## src/rtl/abd_pkg.sv

```systemverilog
// Shared constants for the automatic baud rate detector.
// Rate index 0 is the fastest rate; all modules use this ordering.
package abd_pkg;
    localparam int NUM_RATES    = 3;
    localparam int BITS_PER_LOW = 9;   // start bit plus eight zero data bits

    // Legal host rate for a given rate index.
    function automatic int rate_bps(input int idx);
        case (idx)
            0:       return 9600;
            1:       return 4800;
            default: return 2400;
        endcase
    endfunction
endpackage

```

## src/rtl/abd_sync_filter.sv

```systemverilog
// Synchronizes the raw receive line and removes short spikes.
// The output changes only after the synchronized input has disagreed with it
// for FILT consecutive clocks, so both edges are delayed equally and the
// widths of accepted pulses are kept. Assumes the line idles high.
module abd_sync_filter #(
    parameter int FILT = 25
) (
    input  logic clk,
    input  logic rst_n,
    input  logic rx_i,
    output logic line_o
);
    localparam int CW = $clog2(FILT + 1);

    logic          sync1, sync2;
    logic [CW-1:0] run_cnt;

    // Two-flop synchronizer for the asynchronous line.
    always_ff @(posedge clk) begin
        if (!rst_n) begin
            sync1 <= 1'b1;
            sync2 <= 1'b1;
        end else begin
            sync1 <= rx_i;
            sync2 <= sync1;
        end
    end

    // Count disagreement time and flip the filtered level once it is long enough.
    always_ff @(posedge clk) begin
        if (!rst_n) begin
            line_o  <= 1'b1;
            run_cnt <= '0;
        end else if (sync2 == line_o) begin
            run_cnt <= '0;
        end else if (run_cnt == CW'(FILT - 1)) begin
            line_o  <= sync2;
            run_cnt <= '0;
        end else begin
            run_cnt <= run_cnt + 1'b1;
        end
    end
endmodule

```

## src/rtl/abd_low_timer.sv

```systemverilog
// Measures the length, in clocks, of each low span of the filtered line.
// A span is measured only when its falling edge is seen while enabled.
// meas_valid_o pulses on the first high cycle after the span; meas_cnt_o holds
// the width and saturates at CNT_MAX.
module abd_low_timer #(
    parameter int CNT_W   = 20,
    parameter int CNT_MAX = 1000,
    parameter int MIN_LOW = 25
) (
    input  logic             clk,
    input  logic             rst_n,
    input  logic             en_i,
    input  logic             line_i,
    output logic             meas_valid_o,
    output logic [CNT_W-1:0] meas_cnt_o
);
    logic prev_line;
    logic busy;

    // Track the previous level to find falling edges.
    always_ff @(posedge clk) begin
        if (!rst_n) prev_line <= 1'b1;
        else        prev_line <= line_i;
    end

    // Start on a falling edge, count while low, report on the rising edge.
    always_ff @(posedge clk) begin
        if (!rst_n) begin
            busy         <= 1'b0;
            meas_valid_o <= 1'b0;
            meas_cnt_o   <= '0;
        end else begin
            meas_valid_o <= 1'b0;
            if (!en_i) begin
                busy <= 1'b0;
            end else if (prev_line && !line_i) begin
                busy       <= 1'b1;
                meas_cnt_o <= CNT_W'(1);
            end else if (busy && !line_i) begin
                if (meas_cnt_o != CNT_W'(CNT_MAX))
                    meas_cnt_o <= meas_cnt_o + 1'b1;
            end else if (busy && line_i) begin
                busy         <= 1'b0;
                meas_valid_o <= 1'b1;
            end
        end
    end

    // The glitch filter upstream must never let a short span reach the timer.
    assert_min_span_R6: assert property (@(posedge clk) disable iff (!rst_n)
        meas_valid_o |-> (meas_cnt_o >= CNT_W'(MIN_LOW)));
endmodule

```

## src/rtl/abd_rate_snap.sv

```systemverilog
// Compares a measured low span against an acceptance window around the
// nominal nine-bit span of every legal rate. The windows are fixed at
// elaboration and must not overlap (WIN_PCT well below 33).
module abd_rate_snap
    import abd_pkg::*;
#(
    parameter int CLK_HZ  = 48_000_000,
    parameter int WIN_PCT = 8,
    parameter int CNT_W   = 20
) (
    input  logic [CNT_W-1:0]     cnt_i,
    output logic [NUM_RATES-1:0] hit_o
);
    for (genvar g = 0; g < NUM_RATES; g++) begin : g_win
        localparam longint NOM9 = longint'(BITS_PER_LOW) * longint'(CLK_HZ / rate_bps(g));
        localparam longint LO   = NOM9 * (100 - WIN_PCT) / 100;
        localparam longint HI   = NOM9 * (100 + WIN_PCT) / 100;
        // One window comparator per legal rate.
        assign hit_o[g] = (cnt_i >= CNT_W'(LO)) && (cnt_i <= CNT_W'(HI));
    end

    // A span may fall in at most one window.
    always_comb begin
        assert_single_rate_R2: assert ($onehot0(hit_o));
    end
endmodule

```

## src/rtl/abd_lock_judge.sv

```systemverilog
// Holds the previous valid measurement as a reference and decides when the
// current one agrees with it. An unmatched span clears the reference; a
// matched span that disagrees replaces it. fire_o is combinational and valid
// in the cycle meas_valid_i is high.
module abd_lock_judge
    import abd_pkg::*;
#(
    parameter int CNT_W       = 20,
    parameter int AGREE_SHIFT = 5
) (
    input  logic                 clk,
    input  logic                 rst_n,
    input  logic                 en_i,
    input  logic                 meas_valid_i,
    input  logic [CNT_W-1:0]     meas_cnt_i,
    input  logic [NUM_RATES-1:0] hit_i,
    output logic                 fire_o
);
    logic                 ref_valid;
    logic [CNT_W-1:0]     ref_cnt;
    logic [NUM_RATES-1:0] ref_hit;
    logic [CNT_W-1:0]     diff;
    logic                 agree;

    // Absolute difference and agreement test against the reference.
    always_comb begin
        diff   = (meas_cnt_i >= ref_cnt) ? (meas_cnt_i - ref_cnt) : (ref_cnt - meas_cnt_i);
        agree  = ref_valid && (|hit_i) && (hit_i == ref_hit) && (diff <= (ref_cnt >> AGREE_SHIFT));
        fire_o = en_i && meas_valid_i && agree;
    end

    // Update the reference after each measurement.
    always_ff @(posedge clk) begin
        if (!rst_n || !en_i) begin
            ref_valid <= 1'b0;
            ref_cnt   <= '0;
            ref_hit   <= '0;
        end else if (meas_valid_i) begin
            ref_valid <= |hit_i;
            ref_cnt   <= meas_cnt_i;
            ref_hit   <= hit_i;
        end
    end

    // A lock decision needs a reference taken from an earlier span.
    assert_needs_ref_R3: assert property (@(posedge clk) disable iff (!rst_n)
        fire_o |-> ref_valid);
endmodule

```

## src/rtl/abd_autobaud.sv

```systemverilog
// Automatic baud rate detector top level.
// Times the low span of repeated 0x00 characters, snaps it to one of the legal
// rates, and locks after two agreeing spans. On lock it loads the divisor
// (clocks per bit), raises a sticky lock flag and pulses a one-cycle request
// for the acknowledgement byte. Assumes 8N1 framing from the host.
module abd_autobaud
    import abd_pkg::*;
#(
    parameter int CLK_HZ      = 48_000_000,
    parameter int WIN_PCT     = 8,
    parameter int AGREE_SHIFT = 5,
    localparam int DIV_FAST   = CLK_HZ / rate_bps(0),
    localparam int DIV_SLOW   = CLK_HZ / rate_bps(NUM_RATES - 1),
    localparam int DIV_W      = $clog2(DIV_SLOW + 1)
) (
    input  logic             clk,
    input  logic             rst_n,
    input  logic             rx_i,
    input  logic             en_i,
    output logic [DIV_W-1:0] divisor_o,
    output logic             locked_o,
    output logic             ack_req_o
);
    localparam int FILT    = DIV_FAST / 4;
    localparam int CNT_MAX = 2 * BITS_PER_LOW * DIV_SLOW;
    localparam int CNT_W   = $clog2(CNT_MAX + 1);

    logic                 line;
    logic                 meas_valid;
    logic [CNT_W-1:0]     meas_cnt;
    logic [NUM_RATES-1:0] hit;
    logic                 fire;
    logic [DIV_W-1:0]     div_tab [NUM_RATES];
    logic [DIV_W-1:0]     div_sel;

    abd_sync_filter #(.FILT(FILT)) filt_i (
        .clk(clk), .rst_n(rst_n), .rx_i(rx_i), .line_o(line)
    );

    abd_low_timer #(.CNT_W(CNT_W), .CNT_MAX(CNT_MAX), .MIN_LOW(FILT)) timer_i (
        .clk(clk), .rst_n(rst_n), .en_i(en_i), .line_i(line),
        .meas_valid_o(meas_valid), .meas_cnt_o(meas_cnt)
    );

    abd_rate_snap #(.CLK_HZ(CLK_HZ), .WIN_PCT(WIN_PCT), .CNT_W(CNT_W)) snap_i (
        .cnt_i(meas_cnt), .hit_o(hit)
    );

    abd_lock_judge #(.CNT_W(CNT_W), .AGREE_SHIFT(AGREE_SHIFT)) judge_i (
        .clk(clk), .rst_n(rst_n), .en_i(en_i), .meas_valid_i(meas_valid),
        .meas_cnt_i(meas_cnt), .hit_i(hit), .fire_o(fire)
    );

    for (genvar g = 0; g < NUM_RATES; g++) begin : g_div
        // Divisor constant for each legal rate.
        assign div_tab[g] = DIV_W'(CLK_HZ / rate_bps(g));
    end

    // Pick the divisor of the rate window that matched.
    always_comb begin
        div_sel = '0;
        for (int k = 0; k < NUM_RATES; k++)
            if (hit[k]) div_sel = div_tab[k];
    end

    // Take the lock once, load the divisor and pulse the acknowledgement request.
    always_ff @(posedge clk) begin
        if (!rst_n) begin
            locked_o  <= 1'b0;
            ack_req_o <= 1'b0;
            divisor_o <= '0;
        end else begin
            ack_req_o <= 1'b0;
            if (fire && !locked_o) begin
                locked_o  <= 1'b1;
                ack_req_o <= 1'b1;
                divisor_o <= div_sel;
            end
        end
    end

    assert_lock_sticky_R7: assert property (@(posedge clk) disable iff (!rst_n)
        locked_o |=> locked_o);
    assert_ack_single_R7: assert property (@(posedge clk) disable iff (!rst_n)
        ack_req_o |=> !ack_req_o);
    assert_ack_on_lock_R7: assert property (@(posedge clk) disable iff (!rst_n)
        ack_req_o |-> (locked_o && !$past(locked_o)));
    assert_div_stable_R7: assert property (@(posedge clk) disable iff (!rst_n)
        (locked_o && $past(locked_o)) |-> $stable(divisor_o));
    assert_no_lock_disabled_R8: assert property (@(posedge clk) disable iff (!rst_n)
        (!en_i && !locked_o) |=> !locked_o);
    assert_lock_has_div_R2: assert property (@(posedge clk) disable iff (!rst_n)
        locked_o |-> (divisor_o != '0));
endmodule

```

## config.mk

```make
export PLATFORM = sky130hd
export DESIGN_NAME = abd_autobaud
export DESIGN_NICKNAME = d
export VERILOG_FILES = /design/src/rtl/abd_pkg.sv /design/src/rtl/abd_sync_filter.sv /design/src/rtl/abd_low_timer.sv /design/src/rtl/abd_rate_snap.sv /design/src/rtl/abd_lock_judge.sv /design/src/rtl/abd_autobaud.sv
export SDC_FILE = /design/constraint.sdc
export NUM_CORES = 1
export LEC_CHECK = 0
export BUFFER_PORTS_ARGS = -buffer_cell sky130_fd_sc_hd__buf_2
export CORE_ASPECT_RATIO = 0.75
export CORE_MARGIN = 2
export CORE_UTILIZATION = 30
export DETAILED_ROUTE_END_ITERATION = 8
export SLEW_MARGIN = 10
export SYNTH_ARGS = -nofsm -noshare
export SYNTH_HDL_FRONTEND = slang
export SYNTH_HIERARCHICAL = 1
export SYNTH_SLANG_ARGS = --single-unit
```

## constraint.sdc

```tcl
create_clock -name clk -period 9.5 [get_ports clk]
set_input_delay 1.425 -clock clk [delete_from_list [all_inputs] [get_ports clk]]
set_output_delay 1.425 -clock clk [all_outputs]
set_load 0.02 [all_outputs]
```

; Word-level counts from Yosys, hierarchy flattened
; Index checks and enable logic that the tools add are counted.
[word_totals]
word_cells = 73
output_inout_bits = 17
inputBits = 4
register_bits = 76
[classes]
add_sub_neg = 4
n_eq_ne = 5
magnitude_cmp = 8
n_mux = 12
reduce_logical = 27
n_bitwise = 3
[op_table]
columns = operator, count
row1 = 19-bit two-way mux, 4
row2 = 19-bit subtractor, 2
row3 = 15-bit two-way mux, 2
row4 = "19-bit by 1-bit adder with 19-bit output, second input constant", 1
row5 = "19-bit by 16-bit greater-or-equal comparator with 1-bit output, second input constant", 1
row6 = "19-bit by 17-bit greater-or-equal comparator with 1-bit output, second input constant", 1
row7 = "19-bit by 18-bit greater-or-equal comparator with 1-bit output, second input constant", 1
row8 = 19-bit greater-or-equal comparator, 1
row9 = 19-bit by 14-bit less-or-equal comparator with 1-bit output, 1
row10 = "19-bit by 16-bit less-or-equal comparator with 1-bit output, second input constant", 1
row11 = "19-bit by 17-bit less-or-equal comparator with 1-bit output, second input constant", 1
row12 = "19-bit by 18-bit less-or-equal comparator with 1-bit output, second input constant", 1
row13 = "19-bit != test, second input constant", 1
row14 = 13-bit two-way mux, 1
row15 = 1-bit logical AND, 12
row16 = "11-bit by 1-bit adder with 11-bit output, second input constant", 1
row17 = "11-bit equality test, second input constant", 1
row18 = 2-bit AND reduction, 3
row19 = 2-bit nonzero test, 3
row20 = 3-bit OR reduction, 2
row21 = 1-bit two-way mux, 5
row22 = 1-bit zero test, 4
row23 = 4-bit OR reduction, 1
row24 = 3-bit equality test, 1
row25 = 5 further kinds, 7

; Depth between registers and ports, before layout
; Gate-level depths: netlist of the first run.
[depth]
ltp_word = 9
ltp_mapped = 28

; Modules after synthesis
; The synthesis of the first run kept the hierarchy.
[modules_own_cells]
columns = mod, area_per_inst_um2, n_inst, seq_area_each_um2, cells_per_inst
row1 = abd_lock_judge, 3206.8, 1, 460.4, 410
row2 = abd_low_timer, 1271.2, 1, 440.4, 142
row3 = abd_sync_filter, 610.6, 1, 280.3, 64
row4 = abd_autobaud, 380.4, 1, 160.2, 39
row5 = abd_rate_snap, 299.0, 1, 0.0, 50

; Worst setup path after synthesis of the first run
; No wires, ideal clock.
[synth_timing]
path_type = register to register
start = register timer_i.meas_cnt_o[9]
end = register divisor_o[9]
t_arrival_ns = 4.917
setup_slack_ns = 4.464
n_path_buf = 4
setup_ns = 0.119
required_ns = 9.381
stages_incl_launch_ff = 28
path_cell_list = dfxtp_1 inv_1 ha_1 buf_2 nand2_1 nor2_1 a41o_1 a21oi_1 nor2b_1 buf_8 buf_2 mux2_2 a21oi_1 xnor2_1 ha_1 a21o_1 a21o_1 a21oi_1 a21oi_1 a211oi_1 o21a_1 o21ai_0 a211oi_1 and3_1 nor2b_4 buf_6 nand2_2 o221a_1
[synth_between]
elab_chain_cells = 8
[synth_rtl]
columns = element, line_no
row1 = from (decl), abd_low_timer.sv:15  ; output logic [CNT_W-1:0] meas_cnt_o
row2 = from (signal assigned), abd_low_timer.sv:41  ; meas_cnt_o <= meas_cnt_o + 1'b1;
row3 = branches (longest 5 deep; another with 19-bit subtractor), n/a
row4 = 1-bit logical AND *, abd_lock_judge.sv:28  ; agree = ref_valid && (|hit_i) && (hit_i == ref_hit) && (diff <= (ref_cnt >> AGREE_SHIFT));
row5 = 1-bit logical AND *, abd_lock_judge.sv:29  ; fire_o = en_i && meas_valid_i && agree;
row6 = net fire, abd_autobaud.sv:32  ; logic fire;
row7 = 1-bit logical AND *, abd_autobaud.sv:74  ; if (fire && !locked_o) begin
row8 = to (signal assigned), abd_autobaud.sv:77  ; divisor_o <= div_sel;
row9 = to (decl), abd_autobaud.sv:20  ; output logic [DIV_W-1:0] divisor_o,
; Mark *: on every way through the listed nets, which the timed path passes.
; A chain may end at the register's enable or synchronous reset.

; Final worst setup path of the first run
[layout_timing]
start = register timer_i.meas_cnt_o[10]
end = register divisor_o[9]
; The elaborated chain is that of the path after synthesis.

==> flow_metrics.tcl, run 1 <==
set metrics [dict create \
    track_usage_pct 15.7 \
    p_total_uw 669 \
    die_area_um2 20400 \
    final_antenna_net_count 0 \
    fp.dieW_um 164 \
    yosysSeqAreaShare_pct 23.3 \
    layout_common_cells "67 x dfxtp_1, 58 x nor2_1, 55 x ha_1" \
    peakVddDrop_v 0.0000877 \
    fillers 1935 \
    dr.pass1.iters 8 \
    hpwl_mm 11.4 \
    cp.required_ns 9.73 \
    cp-start-kind "flip-flop" \
    hold_viol_final 0 \
    postCtsResizedCells 0 \
    dr.first_iter.drc_count 494 \
    final_nets 760 \
    grt_pass1_vias 4664 \
    design_area_um2 6270 \
    r2r_cells 24 \
    core_area_um2 18700 \
    place.gp.congestion 0.904 \
    hold_start "filt_i/sync1" \
    placed_cell_area_um2 5940 \
    drc 0 \
    synth-seq-cells 67 \
    setup_viol 0 \
    outcome "completed" \
    skew_ns 0.00920 \
    hold_ws_ns 0.420 \
    root_buffer "clkbuf_16" \
    grt_pass1_wl_mm 25.3 \
    route.detailed.wl_per_inst_um 16.3 \
    hold_buffers 0 \
    cts_tree "yes" \
    end_kind "flip-flop" \
    syn_area_um2 5770 \
    dp.cells 935 \
    grt_overflow 0 \
    fmax_mhz 176 \
    num_vias 5165 \
    vias_per_cell 5.43 \
    synthFlopType "dfxtp_1" \
    fp.dieH_um 124 \
    ioPinCount 21 \
    layout-drive-gt1-share_pct 10.5 \
    rows 43 \
    tightest_slew_ns 0.919 \
    netlist-cell-type-count 94 \
    numCtsBuffers 9 \
    crit_arrival_ns 5.92 \
    start_util_pct 30.9 \
    leakagePower_nw 2.46 \
    syn2layout_area_growth_pct 8.76 \
    synth_edf_count 0 \
    min_path_cells 1 \
    clkLatencyLatePin_ns 0.34 \
    slew_headroom_pct 38.6 \
    drv_slew 0 \
    grt_max_degree 31 \
    r2r_setup_slack_ns 3.81 \
    layoutNonFillerInstCount 951 \
    fin_crit_ns 5.69 \
    cts.clk_slew.worst_paths_ns 0.06 \
    cts_max_level 3 \
    wirelength_mm 15.5 \
    clock_path_buffers 2 \
    worstSetupStartpoint "timer_i/meas_cnt_o[10]" \
    ys_async_sr_fraction_pct 0 \
    avgSynthCellArea_um2 8.18 \
    cts_num_sinks 67 \
    netlist_instances 705 \
    tns_ns 0 \
    criticalPathCategory "flip-flop to flip-flop" \
    post_cts_buffers 0 \
    r2r-start "timer_i/meas_cnt_o[10]" \
    rsz0062_at_grt "false" \
    ys_warn_count 6 \
    n_antenna_cell 0 \
    hp-class "flip-flop to flip-flop" \
    drv_cap 0 \
    io_buffers 16 \
    final_common_cell "dfxtp_1" \
    fin_crit_sh_pct 59.9 \
    power_density_nw_per_um2 107 \
    crit_fanout 15 \
    antenna_found_initial 1 \
]
-- flip-flops by register name, indices dropped and copies added (netlist names), 3 cells and up --
| signal | cells |
|---|---|
| divisor_o | 6 |
| judge_i/ref_cnt | 19 |
| timer_i/meas_cnt_o | 19 |
| judge_i/ref_hit | 3 |
| filt_i/run_cnt | 11 |
-- synth_stat cells, drive strengths merged, types with 7 or more instances --
library cell | instances | share of area, %
dfxtp | 67 | 23
nor2 | 59 | 3.9
ha | 55 | 12
a21oi | 52 | 4.7
inv | 51 | 3.3
nand2 | 49 | 3.2
o21ai | 36 | 3.4
buf | 31 | 3.9
mux2i | 31 | 5.4
a21o | 25 | 3.3
nand3 | 22 | 2.1
nand4 | 17 | 1.8
or3 | 13 | 1.4
a31oi | 11 | 1.2
o21bai | 11 | 1.4
clkbuf | 10 | 0.67
xnor2 | 10 | 1.5
xor2 | 10 | 1.5
nor2b | 9 | 1.1
a211oi | 8 | 1.1
and3 | 8 | 1.0
o31ai | 8 | 1.0
nor4 | 7 | 1.1
-- cell families (layout without fill, tap and decap cells) --
logic type	Yosys count	after routing	share of synthesized area, %
XOR/XNOR	20	20	3.04
AND/OR/NAND/NOR	227	227	21.7
multiplexers	37	37	6.55
other	1	4	0.0650
AO/OA/AOI/OAI	203	203	24.8
adder cells (fa/ha/maj)	57	57	12.6
buffers and inverters	93	89	8.00
flip-flops	67	67	23.3
-- worst max-delay path, stage by stage (launching register included) --
cell      delay [ns]
dfxtp_1         0.69
inv_1           0.09
ha_1            0.45
nand2_1         0.15
nor2_1          0.07
a41o_1          0.24
a21oi_1         0.33
nor2b_2         0.41
mux2i_1         0.30
o21ai_0         0.11
a21oi_1         0.21
xnor2_1         0.19
ha_1            0.29
a21o_1          0.16
a21o_1          0.16
a21oi_1         0.15
a21oi_1         0.10
a211oi_1        0.22
o21a_1          0.13
o21ai_0         0.09
a211oi_1        0.20
and3_1          0.22
nor2b_4         0.29
nand2_2         0.08
o221a_1         0.22
-- where the power goes --
part	leakage (nW)	switching (mW)	internal, mW
clock network	0.163	0.143	0.235
registers	0.540	0.000351	0.281
logic	1.76	0.00723	0.00154
total	2.46	0.150	0.518
-- layer usage --
layer | share of wire (%) | up-vias | track usage [%] | routed length, um
met4 | 0.66 | 2 | 2.58 | 102
met5 | 0.084 | - | 0 | 13
li1 | - | 2553 | - | -
met2 | 40 | 182 | 22.1 | 6110
met3 | 8.1 | 11 | 4.00 | 1260
met1 | 52 | 2417 | 23.9 | 7980
-- path summary, 6_finish.rpt --
path	endpoint
setup / recovery	divisor_o[9]
hold / removal	filt_i/sync2
hold reg to reg	filt_i/sync2
setup reg to reg	divisor_o[9]
-- metrics by stage --
stage	util (%)	setup WS (ns)
after global routing	33.6	3.36
after detailed placement	31.8	3.87
after global placement	31.8	4.01
after floorplan	-	4.46
after CTS	33.6	3.87
final	33.6	3.81
-- final cells by class --
cell class / count / area (um^2) / area share [%]
multi-input cells: 548 / 3980 / 63.4
flip-flops and latches: 67 / 1340 / 21.4
well taps: 247 / 309 / 4.93
clock buffers: 9 / 225 / 3.59
inverters: 52 / 195 / 3.11
repair buffers: 21 / 118 / 1.87
clock inverters: 7 / 106 / 1.70
Power figures use the tool's default switching activity.
==> run 2, diff against run 1 <==
==> constraint.sdc (replaced) <==
create_clock -name clk -period 5.7 [get_ports clk]
set_input_delay 0.855 -clock clk [delete_from_list [all_inputs] [get_ports clk]]
set_output_delay 0.855 -clock clk [all_outputs]
set_load 0.02 [all_outputs]
==> run 2 against run 1 <==
Compared with the run above:
- sequential power is 67% higher
- register-to-register slack worse by 3.3 ns
- die area stayed put
- cell count is 1.7% higher
- total power is 60% higher
- worst hold slack worse by 0.0055 ns
- worst setup slack worse by 3.3 ns
- maximum frequency is 8.8% higher
- count of clock-buffer cells in the layout is 1 higher
- design area is 1.7% higher
- critical path type unchanged
- critical endpoint unchanged
- largest power group unchanged
==> flow_metrics.tcl, run 2 (synthesis gave the netlist of run 1 again) <==
set metrics [dict create \
    numCtsBuffers 9 \
    antenna_found_initial 0 \
    r2r-end "divisor_o[9]" \
    hold_buffers 0 \
    slew_headroom_pct 36.6 \
    grt_overflow 0 \
    seq_power_share_pct 43.8 \
    leakagePower_nw 2.53 \
    setup_viol 0 \
    hold_viol_final 0 \
    num_vias 5252 \
    r2r_setup_slack_ns 0.47 \
    crit_arrival_ns 5.47 \
    final_common_cell "dfxtp_1" \
    drc 0 \
    fp.dieW_um 164 \
    end_kind "flip-flop" \
    min_path_cells 1 \
    r2r_cells 24 \
    core_area_um2 18700 \
    swShare_pct 22.9 \
    start_util_pct 30.9 \
    peakVddDrop_v 0.000107 \
    root_buffer "clkbuf_16" \
    hp-class "flip-flop to flip-flop" \
    post_cts_buffers 0 \
    p_total_mw 1.07 \
    cts_num_sinks 67 \
    final_nets 776 \
    ioPinCount 21 \
    drv_slew 0 \
    clkLatencyLatePin_ns 0.34 \
    p_sw_uw 246 \
    largest_registers "judge_i/ref_cnt (19), timer_i/meas_cnt_o (19), filt_i/run_cnt (11)" \
    cts.clk_slew.worst_paths_ns 0.06 \
    grt_pass1_vias 4739 \
    fp.dieH_um 124 \
    grt_pass1_wl_mm 25.9 \
    drv_cap 0 \
    cp-start-kind "flip-flop" \
    layout_common_cells "66 x dfxtp_1, 58 x nor2_1, 55 x ha_1" \
    intPower_uw 826 \
    rsz0062_at_grt "false" \
    criticalPathCategory "flip-flop to flip-flop" \
    rows 43 \
    clock_path_buffers 2 \
    placed_cell_area_um2 6060 \
    fin_crit_ns 5.23 \
    wirelength_mm 16.0 \
    vias_per_cell 5.43 \
    syn2layout_area_growth_pct 10.6 \
    track_usage_pct 16.3 \
    io_buffers 16 \
    power_density_nw_per_um2 168 \
    final_antenna_net_count 0 \
    fmax_mhz 191 \
    die_area_um2 20400 \
    outcome "completed" \
    grt_max_degree 31 \
    postCtsResizedCells 0 \
    route.detailed.wl_per_inst_um 16.5 \
    skew_ns 0.0108 \
    layout-drive-gt1-share_pct 12.6 \
    fin_crit_sh_pct 91.7 \
    tightest_slew_ns 0.948 \
    hold_start "filt_i/sync1" \
    cts_tree "yes" \
    r2r-start "timer_i/meas_cnt_o[2]" \
    hold_end "filt_i/sync2" \
    p_comb_share_pct 1.4 \
    cts_max_level 3 \
    n_antenna_cell 0 \
    crit_fanout 10 \
    tns_ns 0 \
    place.gp.congestion 0.871 \
    dr.first_iter.drc_count 478 \
    dr.pass1.iters 5 \
    design_area_um2 6380 \
    cp.required_ns 5.94 \
    hpwl_mm 12.2 \
    pwr-share-clk_pct 54.8 \
]
run 2: worst max path at each step:
stage	slack (ns)	from	to
global placement	0.55	timer_i/meas_cnt_o[2]	divisor_o[9]
global route	0.12	timer_i/meas_cnt_o[2]	divisor_o[9]
CTS	0.38	timer_i/meas_cnt_o[2]	divisor_o[9]
floorplan	0.66	timer_i/meas_cnt_o[9]	divisor_o[9]
finish	0.47	timer_i/meas_cnt_o[2]	divisor_o[9]
detailed placement	0.39	timer_i/meas_cnt_o[2]	divisor_o[9]
run 2: stage by stage:
step           utilization, %  hold slack [ns]  setup WS (ns)  cells
2_1_floorplan               -            0.386          0.664    708
3_3_place_gp             32.5            0.402          0.548    951
3_5_place_dp             32.5            0.412          0.392    951
4_1_cts                  34.1            0.424          0.381    967
5_1_grt                  34.2            0.439          0.119    967
6_report                 34.2            0.415          0.471    967
run 2: cell type report:
type	count	area [um^2]
Clock buffer	10	239
Clock inverter	6	71.3
Fill cell	1948	12300
Inverter	52	195
Multi-Input combinational cell	548	3980
Sequential cell	67	1340
Tap cell	247	309
Timing Repair Buffer	37	238
run 2: power by group through the flow:
stage                     clock [mW]  combinational [mW]  sequential [mW]
after floorplan                    0              0.0119            0.480
after global placement             0              0.0145            0.480
after detailed placement           0              0.0147            0.480
after CTS                      0.597              0.0147            0.470
after global routing           0.623              0.0164            0.469
final                          0.588              0.0147            0.470
run 2: metal layers:
layer	wire [um]	vias to the layer above	share of wire, %	GRT usage (%)
li1	-	2597	-	-
met1	8350	2462	52	25.5
met2	6250	184	39	22.6
met3	1300	9	8.1	3.60
met4	88	0	0.55	2.91
met5	0	-	0	0
run 2: worst max-delay path, cell delays in order (launching register included):
cell	delay (ns)
dfxtp_2	0.42
inv_1	0.07
ha_1	0.41
a21oi_1	0.21
a21bo_1	0.15
a31oi_1	0.15
o31a_1	0.36
nor2b_4	0.24
mux2i_1	0.30
o21ai_0	0.12
a21oi_1	0.19
xnor2_1	0.18
ha_1	0.29
a21o_1	0.16
a21o_1	0.16
a21oi_1	0.14
a21oi_1	0.09
a211oi_1	0.22
o21a_1	0.14
o21ai_0	0.12
a211oi_1	0.20
and3_1	0.22
nor2b_4	0.28
nand2_2	0.08
o221a_1	0.22
==> run 3, diff against run 2 <==
--- a/config.mk
+++ b/config.mk
@@ -5,6 +5,7 @@
 export SDC_FILE = /design/constraint.sdc
 export NUM_CORES = 1
 export LEC_CHECK = 0
+export ABC_AREA = 1
 export BUFFER_PORTS_ARGS = -buffer_cell sky130_fd_sc_hd__buf_2
 export CORE_ASPECT_RATIO = 0.75
 export CORE_MARGIN = 2
==> constraint.sdc (replaced) <==
create_clock -name clk -period 6.4 [get_ports clk]
set_input_delay 0.96 -clock clk [delete_from_list [all_inputs] [get_ports clk]]
set_output_delay 0.96 -clock clk [all_outputs]
set_load 0.02 [all_outputs]
==> run 3 against run 2 <==
Compared with the run above:
- die area increased by 13%
- largest cell class unchanged
- count of clock-buffer cells in the layout decreased by 1
- synthesized cell count increased by 52%
- sequential share of layout area decreased by 2.2 points
- critical path depth increased by 7
==> flow_metrics.tcl, run 3 <==
set metrics [dict create \
    outcome "completed" \
    leakagePower_nw 3.36 \
    cp-start-kind "flip-flop" \
    rows 46 \
    core_area_um2 21300 \
    largest_registers "judge_i/ref_cnt (19), timer_i/meas_cnt_o (19), filt_i/run_cnt (11)" \
    fin_crit_sh_pct 74.6 \
    crit_family "simple AND/OR/NAND/NOR gates" \
    crit_arrival_ns 5.05 \
    criticalPathCategory "flip-flop to flip-flop" \
    cts_max_level 3 \
    hp-class "flip-flop to flip-flop" \
    wl_met2_mm 6.96 \
    tns_ns 0 \
    ys_async_sr_fraction_pct 0 \
    drc 0 \
    fp.dieH_um 132 \
    avgSynthCellArea_um2 6.12 \
    grt_max_degree 41 \
    fmax_mhz 209 \
    yosysMostFrequentCell "nand2_1" \
    place.gp.congestion 0.979 \
    root_buffer "clkbuf_16" \
    cp.required_ns 6.67 \
    slew_headroom_pct 51.1 \
    dp.cells 1354 \
    fin_crit_ns 4.78 \
    antenna_found_initial 0 \
    dr.pass1.iters 6 \
    tightest_slew_ns 0.715 \
    start_util_pct 30.8 \
    path_common_cell "nand2_1" \
    die_area_um2 23100 \
    cts_tree "yes" \
    cts_num_sinks 67 \
    synth-seq-cells 67 \
    netlist-cell-type-count 46 \
    wl_met3_mm 1.57 \
    hold_buffers 0 \
    hold_viol_final 0 \
    n_antenna_cell 0 \
    synth_top_cell_by_area "dfxtp_1" \
    ioPinCount 21 \
    hpwl_mm 15.0 \
    syn2layout_area_growth_pct 8.37 \
    vias_per_cell 4.73 \
    track_usage_pct 16.3 \
    numCtsBuffers 9 \
    crit_fanout 21 \
    synthTopCellsByArea "dfxtp_1 20%, nand2_1 17%, ha_1 10%" \
    synth_edf_count 0 \
    final_antenna_net_count 0 \
    cts.clk_slew.worst_paths_ns 0.06 \
    layout-drive-gt1-share_pct 11.4 \
    num_vias 6477 \
    power_density_nw_per_um2 127 \
    drv_cap 0 \
    crit_buf_inv 5 \
    drv_slew 0 \
    syn_area_um2 6560 \
    wirelength_mm 18.9 \
    critPathMaxStageDelay_ns 0.71 \
    final_common_cell "nand2_1" \
    ys_warn_count 6 \
    io_buffers 16 \
    clock_path_buffers 2 \
    yosysSeqAreaShare_pct 20.5 \
    grt_overflow 0 \
    cp_slowest_cell "dfxtp_1" \
    grt_pass1_vias 5596 \
    layoutNonFillerInstCount 1370 \
    synthFlopType "dfxtp_1" \
    layout_common_cells "298 x nand2_1, 173 x inv_1, 91 x nor2_1" \
    rsz0062_at_grt "false" \
    synth_top_area_share_pct 20.5 \
    end_kind "flip-flop" \
    post_cts_buffers 0 \
    skew_ns 0.00692 \
    postCtsResizedCells 0 \
    fp.dieW_um 175 \
    final_nets 1138 \
    grt_pass1_wl_mm 30.2 \
    top_layer_used "met4" \
    synth_commonest_cells "298 x nand2_1, 173 x inv_1, 91 x nor2_1" \
    route.detailed.wl_per_inst_um 13.8 \
    dr.first_iter.drc_count 620 \
    setup_viol 0 \
    peakVddDrop_v 0.000108 \
    netlist_instances 1072 \
    wl_met1_mm 10.3 \
    clkLatencyLatePin_ns 0.34 \
]
-- run 3: cell count changes after synthesis, moves of 10 or more --
cell     change
nand2_2     +22
or3_1       -13
nand3_1     +39
nor2_2      +24
nor2_1      +33
a21oi_1     +20
mux2i_1     -31
nand2_1    +250
inv_1      +122
a21o_1      -22
inv_2       +10
o21ai_0     +22
-- run 3: cell type report --
type / count / area [um^2]
well taps: 288 / 360
clock buffers: 9 / 225
flip-flops and latches: 67 / 1340
multi-input cells: 797 / 4340
clock inverters: 7 / 52.6
inverters: 185 / 697
fillers: 2338 / 14200
repair buffers: 17 / 87.6
-- run 3: metrics by stage --
stage / worst slack, ns / util, % / hold WS (ns) / power (mW) / cell area [um^2]
6_report: 1.62 / 33.4 / 0.400 / 0.902 / 7110
3_5_place_dp: 1.80 / 32.1 / 0.392 / 0.443 / 6830
5_1_grt: 1.15 / 33.4 / 0.428 / 0.937 / 7110
3_3_place_gp: 1.83 / 32.1 / 0.384 / 0.443 / 6830
4_1_cts: 1.73 / 33.4 / 0.406 / 0.916 / 7110
2_1_floorplan: 2.75 / - / 0.380 / 0.440 / 6570
-- run 3: worst register-to-register path: cells and delay by family, from the launching register on --
family                     cells  cell delay (ns)
DFF                            1             0.71
and+or+nand+nor               20             2.08
buffers and inverters          5             0.71
adders and majority gates      2             0.71
xor gates and xnor gates       1             0.14
AOI/OAI and AO/OA              3             0.36
-- run 3: where the power goes --
group,switching [mW],internal (mW)
sequential,0.000478,0.418
clock,0.204,0.264
combinational,0.0128,0.00296
total,0.218,0.685
-- run 3: per-layer routing --
metal,vias to the layer above,track usage [%]
li1,3348,-
met2,235,21.3
met4,0,2.50
met1,2882,26.9
met5,-,0
met3,12,3.34
-- run 3: kinds of logic (layout without fill, tap and decap cells) --
kind of cell    after synthesis  in the layout  share of synthesized area (%)
compound gates              156            156                           13.0
xor+xnor                     28             28                           3.74
fa+ha+maj                    57             57                           11.1
buf+inv                     211            218                           13.5
flops                        67             67                           20.5
other cells                   1              4                         0.0572
simple gates                552            552                           38.1
-- run 3: worst paths after layout --
path | from | cells past startpoint | endpoint | slack [ns]
setup / recovery | timer_i/meas_cnt_o[16] | 31 | divisor_o[12] | 1.62
hold reg to reg | filt_i/sync1 | 2 | filt_i/sync2 | 0.40
setup reg to reg | timer_i/meas_cnt_o[16] | 31 | divisor_o[12] | 1.62
hold / removal | filt_i/sync1 | 2 | filt_i/sync2 | 0.40
